==> config.mk <==
export PLATFORM = sky130hd
export DESIGN_NAME = upset_dispatcher
export DESIGN_NICKNAME = d
export VERILOG_FILES = /design/src/rtl/upset_pkg.sv /design/src/rtl/evq_fifo.sv /design/src/rtl/upset_sorter.sv /design/src/rtl/scrub_tracker.sv /design/src/rtl/upset_dispatcher.sv
export SDC_FILE = /design/constraint.sdc
export NUM_CORES = 1
export LEC_CHECK = 0
export ABC_CLOCK_PERIOD_IN_PS = 6450
export BUFFER_PORTS_ARGS = -buffer_cell sky130_fd_sc_hd__buf_2
export CORE_AREA = 2 2 166 152
export DETAILED_ROUTE_END_ITERATION = 12
export DIE_AREA = 0 0 168 154
export PLACE_DENSITY = 0.71
export SLEW_MARGIN = 10
export SYNTH_ARGS = -nofsm -noshare
export SYNTH_HDL_FRONTEND = slang
export SYNTH_HIERARCHICAL = 1
export SYNTH_SLANG_ARGS = --single-unit
==> constraint.sdc <==
create_clock -name clk -period 6.45 [get_ports clk]
set_clock_uncertainty 0.15 [all_clocks]
set_input_delay 0.645 -clock clk [delete_from_list [all_inputs] [get_ports clk]]
set_output_delay 0.645 -clock clk [all_outputs]
set_load 0.05 [all_outputs]
==> src/rtl/upset_pkg.sv <==
package upset_pkg;

   typedef enum logic [2:0] {
      CLS_NONE      = 3'd0,
      CLS_UNKNOWN   = 3'd1,
      CLS_EVEN_MBU  = 3'd2,
      CLS_ODD_OOB   = 3'd3,
      CLS_ODD_INB   = 3'd4,
      CLS_SBU_FIXED = 3'd5
   } upset_cls_e;

   typedef enum logic [1:0] {
      ACT_NONE  = 2'd0,
      ACT_FRAME = 2'd1,
      ACT_FULL  = 2'd2
   } scrub_act_e;

endpackage

==> src/rtl/evq_fifo.sv <==
module evq_fifo #(
   parameter int W     = 64,
   parameter int DEPTH = 4
) (
   input  logic         clk,
   input  logic         rst,
   input  logic         wr_en,
   input  logic [W-1:0] wr_data,
   input  logic         rd_en,
   output logic [W-1:0] rd_data,
   output logic         not_empty,
   output logic         full
);
   localparam int AW = $clog2(DEPTH);
   localparam int CW = $clog2(DEPTH + 1);
   localparam bit POW2 = (DEPTH == (1 << AW));

   generate
      if (DEPTH < 2) begin : g_bad_depth
         $error("evq_fifo: DEPTH must be at least 2");
      end
   endgenerate

   logic [W-1:0]  mem [DEPTH];
   logic [AW-1:0] wp, rp, wp_nx, rp_nx;
   logic [CW-1:0] cnt;
   logic          wr_go, rd_go;

   assign full      = (cnt == CW'(DEPTH));
   assign not_empty = (cnt != '0);
   assign wr_go     = wr_en && !full;
   assign rd_go     = rd_en && not_empty;
   assign rd_data   = mem[rp];

   generate
      if (POW2) begin : g_wrap_native
         assign wp_nx = wp + 1'b1;
         assign rp_nx = rp + 1'b1;
      end else begin : g_wrap_cmp
         assign wp_nx = (wp == AW'(DEPTH - 1)) ? '0 : wp + 1'b1;
         assign rp_nx = (rp == AW'(DEPTH - 1)) ? '0 : rp + 1'b1;
      end
   endgenerate

   always_ff @(posedge clk) begin
      if (wr_go) mem[wp] <= wr_data;
   end

   always_ff @(posedge clk) begin
      if (rst) begin
         wp  <= '0;
         rp  <= '0;
         cnt <= '0;
      end else begin
         if (wr_go) wp <= wp_nx;
         if (rd_go) rp <= rp_nx;
         case ({wr_go, rd_go})
            2'b10:   cnt <= cnt + 1'b1;
            2'b01:   cnt <= cnt - 1'b1;
            default: cnt <= cnt;
         endcase
      end
   end

   assert_no_overflow_R1: assert property (@(posedge clk) disable iff (rst)
      cnt <= CW'(DEPTH));

   assert_full_write_ignored_R1: assert property (@(posedge clk) disable iff (rst)
      (full && !rd_en) |=> full && $stable(wp));

endmodule

==> src/rtl/upset_sorter.sv <==
module upset_sorter
   import upset_pkg::*;
#(
   parameter int FA_W            = 26,
   parameter int WI_W            = 7,
   parameter int WORDS_PER_FRAME = 101
) (
   input  logic [FA_W-1:0] frame,
   input  logic [WI_W-1:0] widx,
   input  logic            ecc_err,
   input  logic            odd_cnt,
   input  logic            crc_err,
   output upset_cls_e      cls,
   output scrub_act_e      act
);
   generate
      if (WORDS_PER_FRAME < 1 || WORDS_PER_FRAME > (1 << WI_W)) begin : g_bad_words
         $error("upset_sorter: WORDS_PER_FRAME does not fit the word index");
      end
   endgenerate

   logic in_bounds;
   assign in_bounds = ({1'b0, widx} < (WI_W + 1)'(WORDS_PER_FRAME));

   always_comb begin
      cls = CLS_NONE;
      act = ACT_NONE;
      if (frame == '0) begin
         cls = CLS_NONE;
      end else if (!ecc_err) begin
         if (crc_err) begin
            cls = CLS_UNKNOWN;
            act = ACT_FULL;
         end
      end else if (!odd_cnt) begin
         cls = CLS_EVEN_MBU;
         act = ACT_FRAME;
      end else if (!in_bounds) begin
         cls = CLS_ODD_OOB;
         act = ACT_FRAME;
      end else if (crc_err) begin
         cls = CLS_ODD_INB;
         act = ACT_FRAME;
      end else begin
         cls = CLS_SBU_FIXED;
      end
   end

endmodule

==> src/rtl/scrub_tracker.sv <==
module scrub_tracker #(
   parameter int FA_W  = 26,
   parameter int DUP_W = 8
) (
   input  logic            clk,
   input  logic            rst,
   input  logic            issue,
   input  logic            issue_full,
   input  logic [FA_W-1:0] issue_frame,
   input  logic            cmd_ready,
   input  logic            scrub_done,
   input  logic            dup_hit,
   output logic            cmd_valid,
   output logic            cmd_full,
   output logic [FA_W-1:0] cmd_frame,
   output logic            busy,
   output logic [DUP_W-1:0] dup_count
);
   generate
      if (DUP_W < 1) begin : g_bad_dup
         $error("scrub_tracker: DUP_W must be at least 1");
      end
   endgenerate

   localparam logic [DUP_W-1:0] DUP_MAX = '1;

   always_ff @(posedge clk) begin
      if (rst) begin
         cmd_valid <= 1'b0;
         cmd_full  <= 1'b0;
         cmd_frame <= '0;
         busy      <= 1'b0;
      end else if (issue) begin
         cmd_valid <= 1'b1;
         cmd_full  <= issue_full;
         cmd_frame <= issue_frame;
         busy      <= 1'b1;
      end else begin
         if (cmd_valid && cmd_ready) cmd_valid <= 1'b0;
         if (busy && !cmd_valid && scrub_done) busy <= 1'b0;
      end
   end

   always_ff @(posedge clk) begin
      if (rst)                              dup_count <= '0;
      else if (dup_hit && dup_count != DUP_MAX) dup_count <= dup_count + 1'b1;
   end

   assert_cmd_hold_R8: assert property (@(posedge clk) disable iff (rst)
      (cmd_valid && !cmd_ready) |=> cmd_valid && $stable(cmd_frame) && $stable(cmd_full));

   assert_dup_monotonic_R9: assert property (@(posedge clk) disable iff (rst)
      (dup_count != '0) |=> dup_count >= $past(dup_count));

   assert_no_issue_while_busy_R10: assert property (@(posedge clk) disable iff (rst)
      issue |-> !busy);

   assert_no_drop_when_idle_R9: assert property (@(posedge clk) disable iff (rst)
      dup_hit |-> busy);

endmodule

==> src/rtl/upset_dispatcher.sv <==
module upset_dispatcher
   import upset_pkg::*;
#(
   parameter int EVT_W           = 64,
   parameter int FA_W            = 26,
   parameter int WI_W            = 7,
   parameter int WORDS_PER_FRAME = 101,
   parameter int Q_DEPTH         = 4,
   parameter int DUP_W           = 8
) (
   input  logic             clk,
   input  logic             rst,
   input  logic             evt_valid,
   input  logic [EVT_W-1:0] evt_word,
   output logic             evt_full,
   output logic             evt_pending,
   output logic             cmd_valid,
   input  logic             cmd_ready,
   output logic             cmd_full,
   output logic [FA_W-1:0]  cmd_frame,
   input  logic             scrub_done,
   output logic             class_valid,
   output logic [2:0]       class_code,
   output logic [DUP_W-1:0] dup_count
);
   localparam int WI_LO   = FA_W;
   localparam int FLG_LO  = FA_W + WI_W;
   localparam int USED_W  = FLG_LO + 3;

   generate
      if (USED_W + 1 > EVT_W) begin : g_bad_layout
         $error("upset_dispatcher: fields do not fit the event word");
      end
   endgenerate

   logic [EVT_W-1:0] head;
   logic             head_ok;
   logic [FA_W-1:0]  h_frame;
   logic [WI_W-1:0]  h_widx;
   logic             h_ecc, h_odd, h_crc;
   logic             unused_tail;
   upset_cls_e       cls;
   scrub_act_e       act;
   logic             busy, is_dup, needs, stall, pop, classify, issue;

   evq_fifo #(.W(EVT_W), .DEPTH(Q_DEPTH)) u_q (
      .clk       (clk),
      .rst       (rst),
      .wr_en     (evt_valid),
      .wr_data   (evt_word),
      .rd_en     (pop),
      .rd_data   (head),
      .not_empty (head_ok),
      .full      (evt_full)
   );

   assign evt_pending = head_ok;
   assign h_frame     = head[FA_W-1:0];
   assign h_widx      = head[WI_LO +: WI_W];
   assign h_ecc       = head[FLG_LO];
   assign h_odd       = head[FLG_LO+1];
   assign h_crc       = head[FLG_LO+2];
   assign unused_tail = ^head[EVT_W-1:USED_W];

   upset_sorter #(.FA_W(FA_W), .WI_W(WI_W), .WORDS_PER_FRAME(WORDS_PER_FRAME)) u_sort (
      .frame   (h_frame),
      .widx    (h_widx),
      .ecc_err (h_ecc),
      .odd_cnt (h_odd),
      .crc_err (h_crc),
      .cls     (cls),
      .act     (act)
   );

   assign is_dup   = busy && (cmd_full || h_frame == cmd_frame);
   assign needs    = (act != ACT_NONE);
   assign stall    = busy && !is_dup && needs;
   assign pop      = head_ok && !stall;
   assign classify = head_ok && !is_dup && !stall;
   assign issue    = classify && needs;

   scrub_tracker #(.FA_W(FA_W), .DUP_W(DUP_W)) u_trk (
      .clk         (clk),
      .rst         (rst),
      .issue       (issue),
      .issue_full  (act == ACT_FULL),
      .issue_frame (h_frame),
      .cmd_ready   (cmd_ready),
      .scrub_done  (scrub_done),
      .dup_hit     (head_ok && is_dup),
      .cmd_valid   (cmd_valid),
      .cmd_full    (cmd_full),
      .cmd_frame   (cmd_frame),
      .busy        (busy),
      .dup_count   (dup_count)
   );

   always_ff @(posedge clk) begin
      if (rst) begin
         class_valid <= 1'b0;
         class_code  <= 3'd0;
      end else begin
         class_valid <= classify;
         class_code  <= classify ? 3'(cls) : 3'd0;
      end
   end

   assert_class_range_R11: assert property (@(posedge clk) disable iff (rst)
      class_valid |-> class_code <= 3'd5);

   assert_cmd_with_class_R11: assert property (@(posedge clk) disable iff (rst)
      $rose(cmd_valid) |-> class_valid);

   assert_sbu_no_cmd_R6: assert property (@(posedge clk) disable iff (rst)
      (class_valid && class_code == 3'd5) |-> !$rose(cmd_valid));

   assert_zero_frame_no_cmd_R2: assert property (@(posedge clk) disable iff (rst)
      $rose(cmd_valid) && !cmd_full |-> cmd_frame != '0);

endmodule

* After elaboration in Yosys (flattened, before gate mapping) *
Memories as Yosys holds them, arrays and structs flattened. A register that Yosys moved wholly into a read port is not among the register bits.
Cells that the tools add are included.

operators by class
  add/subtract/negate cells = 5
  $lt $le $gt $ge = 1
  eq/ne operators = 6
  multiplexer cells = 20
  bitwise operators = 1
  reduce and logical (&&, ||, !) cells = 26

operators by type and width
  cell                                                                 number
  26-bit == test                                                       1
  26-bit zero test                                                     1
  1-bit logical AND                                                    14
  2-bit 2-to-1 mux                                                     7
  1-bit 2-to-1 mux                                                     9
  3-bit 2-to-1 mux                                                     3
  8-bit by 1-bit adder with 8-bit output (second input constant)       1
  8-bit != test (second input constant)                                1
  2-bit nonzero test                                                   4
  7-bit < comparator (second input constant)                           1
  3-bit one-hot mux with 2 select lines                                1
  2-bit by 1-bit adder with 2-bit output (second input constant)       2
  2-bit == test (second input constant)                                2
  1-bit zero test                                                      4
  3-bit by 1-bit adder with 3-bit output (second input constant)       1
  3-bit == test (second input constant)                                1
  3-bit nonzero test                                                   1
  3-bit OR reduction                                                   1
  3-bit by 1-bit subtractor with 3-bit output (second input constant)  1
  2-bit by 1-bit == test with 1-bit output (second input constant)     1
  1-bit logical OR                                                     1
  1-bit NOT                                                            1

storage, ports and cells
  register bits = 48
  bits in writable memories = 256
  input bits = 69
  output and inout port bits = 42
  memories kept = 1

memories
  name     words  width  read ports  clocked after memory_dff  write ports  RTL line        text
  u_q.mem  4      64     1           1                         1            evq_fifo.sv:24  logic [W-1:0] mem [DEPTH];

* Longest topological paths before layout *
Gate-level depths: netlist (run 1).

  depth after elaboration = 12
  depth in mapped cells = 17
  depth with buffers taken out = 15

* Hierarchy *
The synthesis (run 1) kept the hierarchy.

by module, submodules not included
  module            times used  cells an instance  area an instance (um2)
  evq_fifo          1           386                9,785.6
  scrub_tracker     1           139                1,426.4
  upset_dispatcher  1           61                 540.5
  upset_sorter      1           21                 153.9

* Least setup slack after synthesis (run 1) *
Ideal clock, no wire load.

  path kind = register to register
  from = reg with a tool-made name
  to = reg u_q.cnt[2]
  arrival = 3.574 ns
  slack = 2.656 ns
  cell stages (with the launch flop) = 18
  path through = dfxtp_1 > buf_6 > buf_12 > mux4_2 > nor4_1 > nand4_1 > nor2_2 > a311oi_1 > o21ai_0 > o21a_1 > a31o_1 > o31a_1 > ha_1 > inv_1 > fa_1 > xor2_1 > or3_1 > a21oi_1

RTL lines
  item                  RTL line        text
  to (signal assigned)  evq_fifo.sv:58  2'b10: cnt <= cnt + 1'b1;
  to (signal assigned)  evq_fifo.sv:59  2'b01: cnt <= cnt - 1'b1;
  to (signal assigned)  evq_fifo.sv:60  default: cnt <= cnt;
  to (decl)             evq_fifo.sv:26  logic [CW-1:0] cnt;

==> impl.org, run 1 <==
** Synthesis
- A synthesized cell averages 16.97 µm².
- Synthesis produced a netlist with a net count of 539.
- In the synthesized netlist, the number of instances is 463.
- Count of synthesis-stage warnings from yosys :: 6
- After synthesis the cells add up to 7859 µm².

** STA
- Post-layout min period :: 4.649 ns
- Highest achievable clock rate :: 215.1 MHz
- Setup violations remaining at the end of the flow were counted as 0.
- The count of final max-slew check failures is 0.
- After layout, the worst path uses 72.07% of the clock period.
- Setup repair after global routing left no endpoint under its margin.
- The final-report hold violation count came to 0.
- Setup TNS :: 0 ns
- The worst pin sits at a relative slew slack of 26.00%.
- For the pin with the worst max-slew slack, the measured transition is 1.110 ns.

** Pwr
- The internal power of the cells totals 2.435 mW.
- Combinational cells account for 29.5% of the total power.
- In this run, the clock network consumes 27.0% of the power.
- Switching share of power :: 34.20%
- Static Leak :: 3.102 nW
- Power Density :: 406.8 nW/µm²
- The worst-case IR drop observed on VDD is 0.1840 mV.
- Part of the power in registers :: 43.5%
- Overall power :: 3.701 mW
- In this run the power spent charging and discharging nets is 1.266 mW.

** Clock tree
- Master cell of the clock root buffer :: sky130_fd_sc_hd__clkbuf_16
- Clock latency on the worst-skew pair, taken at its later pin, is 0.43 ns.
- Number of buffers between clock root and the deepest sink :: 2
- TritonCTS built the clock tree.
- Setup repair bufs after CTS :: 0
- Clock sink count :: 194
- The H-tree generated during clock tree synthesis spans 4 levels.
- In this run, CTS created clock tree buffers numbering 17.
- Clock transition at the registers of the reported paths :: 0.07 ns
- Cts-stage hold buffer count :: 0
- Post-CTS repair changed the size of 0 cells.

** Critical path
- Worst endpoint data arrival time :: 4.85 ns
- STA classifies the critical path endpoint as a register.
- Critical path launch point type :: register
- The setup path with the least slack is of type register to register.
- Data on the critical path is required at its endpoint by 6.66 ns.
- Maximum net fanout on the critical path :: 16

** Status
- Outcome :: finished clean

** Routing
- The final layout contains routed wiring with a total length of 15.91 mm.
- Using the TritonRoute via totals, the vias-per-cell ratio works out to 4.788.
- Starting DRT DRC Count :: 346
- The pre-antenna-repair detailed-routing pass consisted of 5 iterations.
- In the final routed layout, each cell accounts on average for 18.22 µm.
- Remaining antenna violation count after routing :: 0
- For this run, design rule violations remaining after detail routing come to 0.
- Detailed routing inserted a total of 4180 vias.

** GRT
- Global routing finished with a remaining overflow of 0.
- The first global-routing pass estimated 24.27 mm of wire.
- Vias in the first global route :: 4108
- Initial antenna violation count :: 3
- Pin count of the biggest net entering global routing :: 51
- In the global route stage, overall resource usage came out at 12.67%.

** Cells and area
- For this run, the share of the core covered by cells in the final layout is 37.94%.
- Number of standard cells in the final layout excluding fillers :: 873
- At the end of the flow, the number of nets in the layout was 625.
- Summing all flip-flop and latch instances after layout gives 5326 µm².
- The multi-input combinational cells in the finished layout cover a total of 2347 µm².
- Leaving out fill and tap cells, the most frequent cells in the layout are sky130_fd_sc_hd__edfxtp_1 (144), sky130_fd_sc_hd__buf_2 (82), sky130_fd_sc_hd__dfxtp_1 (49).
- With fillers left out, the area of the finished cells amounts to 9100 µm².
- The area growth from synthesis to layout is 15.79%.
- Layout cell share with drive strength beyond 1 :: 29.36%
- Fillers :: 2210
- The library cell used most frequently in the layout, excluding fill and tap cells, is sky130_fd_sc_hd__edfxtp_1.

** Floorplan
- The floorplan step defined a die boundary enclosing 25870 µm².
- Row generation in the floorplan step produced 54 rows.
- I/O pin total :: 111
- The core region is 23990 µm².
- Initial core utilization :: 32.76%
- The die is 168 µm wide.
- From bottom edge to top edge, the die measures 154 µm.

** Placement
- GP Congestion :: 0.7367
- Post-placement cell area :: 8537 µm²
- Post-DP HPWL :: 10.48 mm
- DP Cell Count :: 838
- Number of buffers added on ports :: 82

** Hold path
- The min-delay analysis places its worst path in the category primary input to register.

** Job
- Maximum capacitance violations :: 0
[cell type report]
cell class                 instances  area share (%)
timing repair buffer              86           4.840
multi-input combinational        240           25.79
clock buffer                      22           4.991
sequential                       194           58.53
antenna                            3         0.08250
inverter                          10          0.4125
clock inverter                    10           1.114
tap                              308           4.235
[sequential cells by signal, indices dropped and copies added, names as in the netlist, named ones only]
name             cells
u_q/mem            144
u_q/rp               2
u_trk/dup_count      8
class_valid          1
class_code           3
u_trk/busy           1
u_trk/cmd_frame     26
u_trk/cmd_full       1
u_trk/cmd_valid      1
u_q/cnt              3
u_q/wp               2
[stage by stage]
| step | worst slack, ns | hold WS, ns |
|---|---|---|
| 3_3_place_gp | 1.879 | 0.3348 |
| 4_1_cts | 1.815 | 0.2606 |
| 5_1_grt | 1.447 | 0.2621 |
| 6_report | 1.802 | 0.2768 |
| 2_1_floorplan | 2.699 | 0.3318 |
| 3_5_place_dp | 1.837 | 0.3556 |
[worst max-delay path: stages, from the launching register on]
cell and delay [ns]:
sky130_fd_sc_hd__dfxtp_2 0.51, sky130_fd_sc_hd__buf_4 0.38, sky130_fd_sc_hd__mux4_1 0.73, sky130_fd_sc_hd__nor4_1 0.38, sky130_fd_sc_hd__nand4_1 0.15, sky130_fd_sc_hd__nor2_2 0.25, sky130_fd_sc_hd__a311oi_1 0.13, sky130_fd_sc_hd__o21ai_0 0.22
sky130_fd_sc_hd__o21a_1 0.14, sky130_fd_sc_hd__a31o_1 0.12, sky130_fd_sc_hd__o31a_1 0.18, sky130_fd_sc_hd__ha_1 0.19, sky130_fd_sc_hd__inv_1 0.06, sky130_fd_sc_hd__fa_1 0.37, sky130_fd_sc_hd__xor2_1 0.16, sky130_fd_sc_hd__or3_1 0.30
sky130_fd_sc_hd__a21oi_1 0.13
[power groups by stage]
stage | registers (mW) | logic, mW | clock network (mW)
floorplan | 1.87 | 0.615 | 0
global placement | 1.63 | 1.09 | 0
detailed placement | 1.64 | 1.10 | 0
CTS | 1.61 | 1.10 | 1.02
global route | 1.63 | 1.17 | 1.07
finish | 1.61 | 1.09 | 0.998
[worst paths after layout]
check	startpoint	endpoint	slack, ns	depth (start not counted)
worst min-delay path	evt_word[0]	u_q/mem[0][0]	0.28	1
worst min register to register	u_trk/cmd_valid	u_trk/cmd_valid	0.37	2
worst max-delay path	register	u_q/cnt[2]	1.80	16
worst max register to register	register	u_q/cnt[2]	1.80	16
[layer usage]
metal	GRT usage (%)	part of all wire (%)	vias up
li1	-	-	1966
met1	17.33	46	2106
met2	19.22	47	97
met3	4.247	6.5	11
met4	3.685	0.64	0
met5	0	0	-
Power figures use the tool's default switching activity.
==> run 2, diff against run 1 <==
--- a/config.mk
+++ b/config.mk
@@ -5,7 +5,7 @@
 export SDC_FILE = /design/constraint.sdc
 export NUM_CORES = 1
 export LEC_CHECK = 0
-export ABC_CLOCK_PERIOD_IN_PS = 6450
+export ABC_CLOCK_PERIOD_IN_PS = 4700
 export BUFFER_PORTS_ARGS = -buffer_cell sky130_fd_sc_hd__buf_2
 export CORE_AREA = 2 2 166 152
 export DETAILED_ROUTE_END_ITERATION = 12
==> constraint.sdc (replaced) <==
create_clock -name clk -period 4.7 [get_ports clk]
set_clock_uncertainty 0.15 [all_clocks]
set_input_delay 0.47 -clock clk [delete_from_list [all_inputs] [get_ports clk]]
set_output_delay 0.47 -clock clk [all_outputs]
set_load 0.05 [all_outputs]
==> run 2 against run 1 <==
Power is 39% higher. Utilization is 0.25 points higher. Wire length is 2.9% higher. Non-clock buffer count is 3 higher. Setup slack worse by 1.4 ns. Highest routed layer unchanged.
==> impl.org, run 2 (synthesized netlist as in run 1, its figures left out) <==
** STA
- Worst slew margin relative to its limit :: 25.78%
- Post-layout min period :: 4.320 ns
- Setup violations remaining at the end of the flow were counted as 0.
- Max Slew Vio Count :: 0
- In the final timing run, aggregate negative setup slack is 0 ns.
- The final-report hold violation count came to 0.
- Timing would allow up to 231.5 MHz.
- At the pin with the least slew margin, the transition time is 1.111 ns.
- Tcrit/Tclk final :: 91.91%
- Setup repair after global routing left no endpoint under its margin.
- Hold timing on the final database bottoms out at a slack of 0.1021 ns.

** Routing
- For this block, the via count after detailed routing is 4214.
- Vias per cell :: 4.816
- Once detail routing completed, the nets flagged for antenna violations numbered 0.
- The final layout contains routed wiring with a total length of 16.37 mm.
- Average wire per standard cell :: 18.71 µm
- Remaining DRCs :: 0
- The first routing iteration left 362 violations.
- Number of iterations in the first detailed-routing pass :: 5

** Floorplan
- Die Area :: 25870 µm²
- The core region is 23990 µm².
- From left edge to right edge, the die measures 168 µm.
- 111 I/O pins were placed.
- The floorplan step set the die height to 154 µm.
- After floorplanning, the core was divided into 54 placement rows.
- The initial utilization of the core area, before any placement, comes to 32.76%.

** Critical path
- The worst setup path is launched from a register.
- The worst register-to-register path ends at u_q/cnt[2].
- Along the worst path, the maximum fanout reaches 16.
- Slowest Stage Delay on Critical Path :: 0.54 ns
- Walking the worst path, the cells encountered are buf_12 > buf_4 > mux4_2 > nor4_1 > nand3_1 > nor2_2 > nor3_1 > o21ai_0 > o21a_1 > a31o_1 > o31a_1 > ha_1 > inv_1 > fa_1 > xor2_1 > or3_1 > a21oi_1.
- The critical path is of the register to register type.
- Family of cells with the greatest summed delay on the critical path :: simple AND/OR/NAND/NOR gates
- Worst setup slack for register-to-register paths :: 0.38 ns
- Slowest-stage cell, CP :: sky130_fd_sc_hd__mux4_2
- Worst endpoint data arrival time :: 4.53 ns
- For the worst setup path, the data required time is 4.91 ns.
- Buffering stage count on the worst path with inverters included :: 3
- Critical Path End Type :: register
- Depth of the worst register-to-register path :: 17

** GRT
- The number of global-route vias before repair was 4201.
- Pin count of the biggest net entering global routing :: 37
- Summed over all layers, the global routing overflow is 0.
- GRT Util Overall :: 13.18%
- Global-route wire length before repair :: 24.99 mm
- Initial antenna violation count :: 2

** Cells and area
- Layout cell share with drive strength beyond 1 :: 30.27%
- Most frequent standard cell in the layout excluding fill and tap cells :: sky130_fd_sc_hd__edfxtp_1
- For this run, the post-layout net count is 628.
- For this run, the share of the core covered by cells in the final layout is 38.19%.
- Register with the most flip-flops :: u_q/mem
- The register with the most flip-flops in the layout has 144 of them.
- Area growth from synthesis to final layout :: 16.56%
- The finished cells cover 9160 µm².
- Top Registers :: u_q/mem: 144 flops, u_trk/cmd_frame: 26 flops, u_trk/dup_count: 8 flops
- The filler cells instantiated in the layout total 2177.
- In the layout the commonest cells are sky130_fd_sc_hd__edfxtp_1 (144), sky130_fd_sc_hd__buf_2 (82), sky130_fd_sc_hd__dfxtp_1 (49).

** Pwr
- Registers are responsible for 42.9% of the overall power.
- Combinational cells account for 29.6% of the total power.
- Net switching is 34.80% of the power.
- Net switching component of the power :: 1.791 mW
- The clock network is responsible for 27.4% of the overall power.
- Summed over all cells, the static leakage comes to 3.139 nW.
- The design draws 5.146 mW.
- Internal power comes to 3.355 mW.
- Power Density :: 561.8 nW/µm²
- Peak supply drop :: 0.3190 mV

** Placement
- Input and output buffers added on the ports amount to 82.
- Post-placement cell area :: 8584 µm²
- At the end of routability-driven placement, the weighted congestion stood at 0.7465.
- After legalization and detailed placement, the total HPWL measured 10.84 mm.

** Hold path
- The startpoint identified for the worst hold timing path is evt_word[27].
- Worst hold stages :: 1
- Worst hold-check path type :: primary input to register
- The worst hold path terminates at u_q/mem[0][27].

** Clock tree
- Master cell of the clock root buffer :: sky130_fd_sc_hd__clkbuf_16
- For this design, the CTS-stage hold fixing added 0 buffers.
- Setup repair bufs after CTS :: 0
- For this design, the sink count on the clock tree is 194.
- Number of clock buffers inserted by TritonCTS :: 17
- Clock tree from TritonCTS :: done
- Count of H-tree levels built during CTS :: 4
- The number of gates resized after CTS was 0.
- Number of buffers between clock root and the deepest sink :: 2
- Clk Latency, worst-skew pair :: 0.43 ns
- Clock transition at the registers of the reported paths :: 0.07 ns

** Job
- Across the run, the number of max-cap violations was 0.

** Status
- Outcome :: finished clean
run 2: cell count changes in the layout (fill, tap and decap cells not counted), sizes merged:
cell / previous run / this run
buf: 86 / 89
clkbuf: 22 / 18
clkinvlp: 2 / 1
diode: 3 / 2
inv: 14 / 19
run 2: worst max path at each step:
| stage | start | to | slack (ns) | depth (start not counted) |
|---|---|---|---|---|
| floorplan | register | u_q/cnt[2] | 0.95 | 17 |
| global placement | register | u_q/cnt[2] | 0.47 | 16 |
| detailed placement | register | u_q/cnt[2] | 0.41 | 17 |
| CTS | register | u_q/cnt[2] | 0.35 | 17 |
| global route | register | u_q/cnt[2] | 0.008 | 17 |
| finish | register | u_q/cnt[2] | 0.38 | 17 |
run 2: area by class of cell:
cell class	instances	area, µm²	share of cell area (%)
diodes	2	5.005	0.05464
well taps	308	385.4	4.207
multi-input cells	240	2347	25.62
clock buffers	18	429.2	4.685
repair buffers	89	488.0	5.327
clock inverters	14	141.4	1.544
inverters	10	37.54	0.4098
flip-flops and latches	194	5326	58.15
run 2: power groups by stage:
stage / registers [mW] / logic (mW) / clock network [mW]
after floorplan: 2.56 / 0.845 / 0
after global placement: 2.24 / 1.52 / 0
after detailed placement: 2.25 / 1.54 / 0
after CTS: 2.21 / 1.55 / 1.45
after global routing: 2.24 / 1.63 / 1.52
final: 2.21 / 1.52 / 1.41
run 2: routing by layer:
metal | vias to the layer above | routed length, µm | part of all wire, % | track usage, %
met1 | 2134 | 7302 | 45 | 17.48
met4 | 0 | 123 | 0.75 | 3.851
met3 | 10 | 970 | 5.9 | 4.118
li1 | 1971 | - | - | -
met5 | - | 0 | 0 | 0
met2 | 99 | 7972 | 49 | 20.86
run 2: stage by stage:
stage,std cells,setup slack [ns]
6_report,875,0.3804
4_1_cts,873,0.3544
3_3_place_gp,841,0.4699
2_1_floorplan,463,0.9486
5_1_grt,873,0.008095
3_5_place_dp,841,0.4101
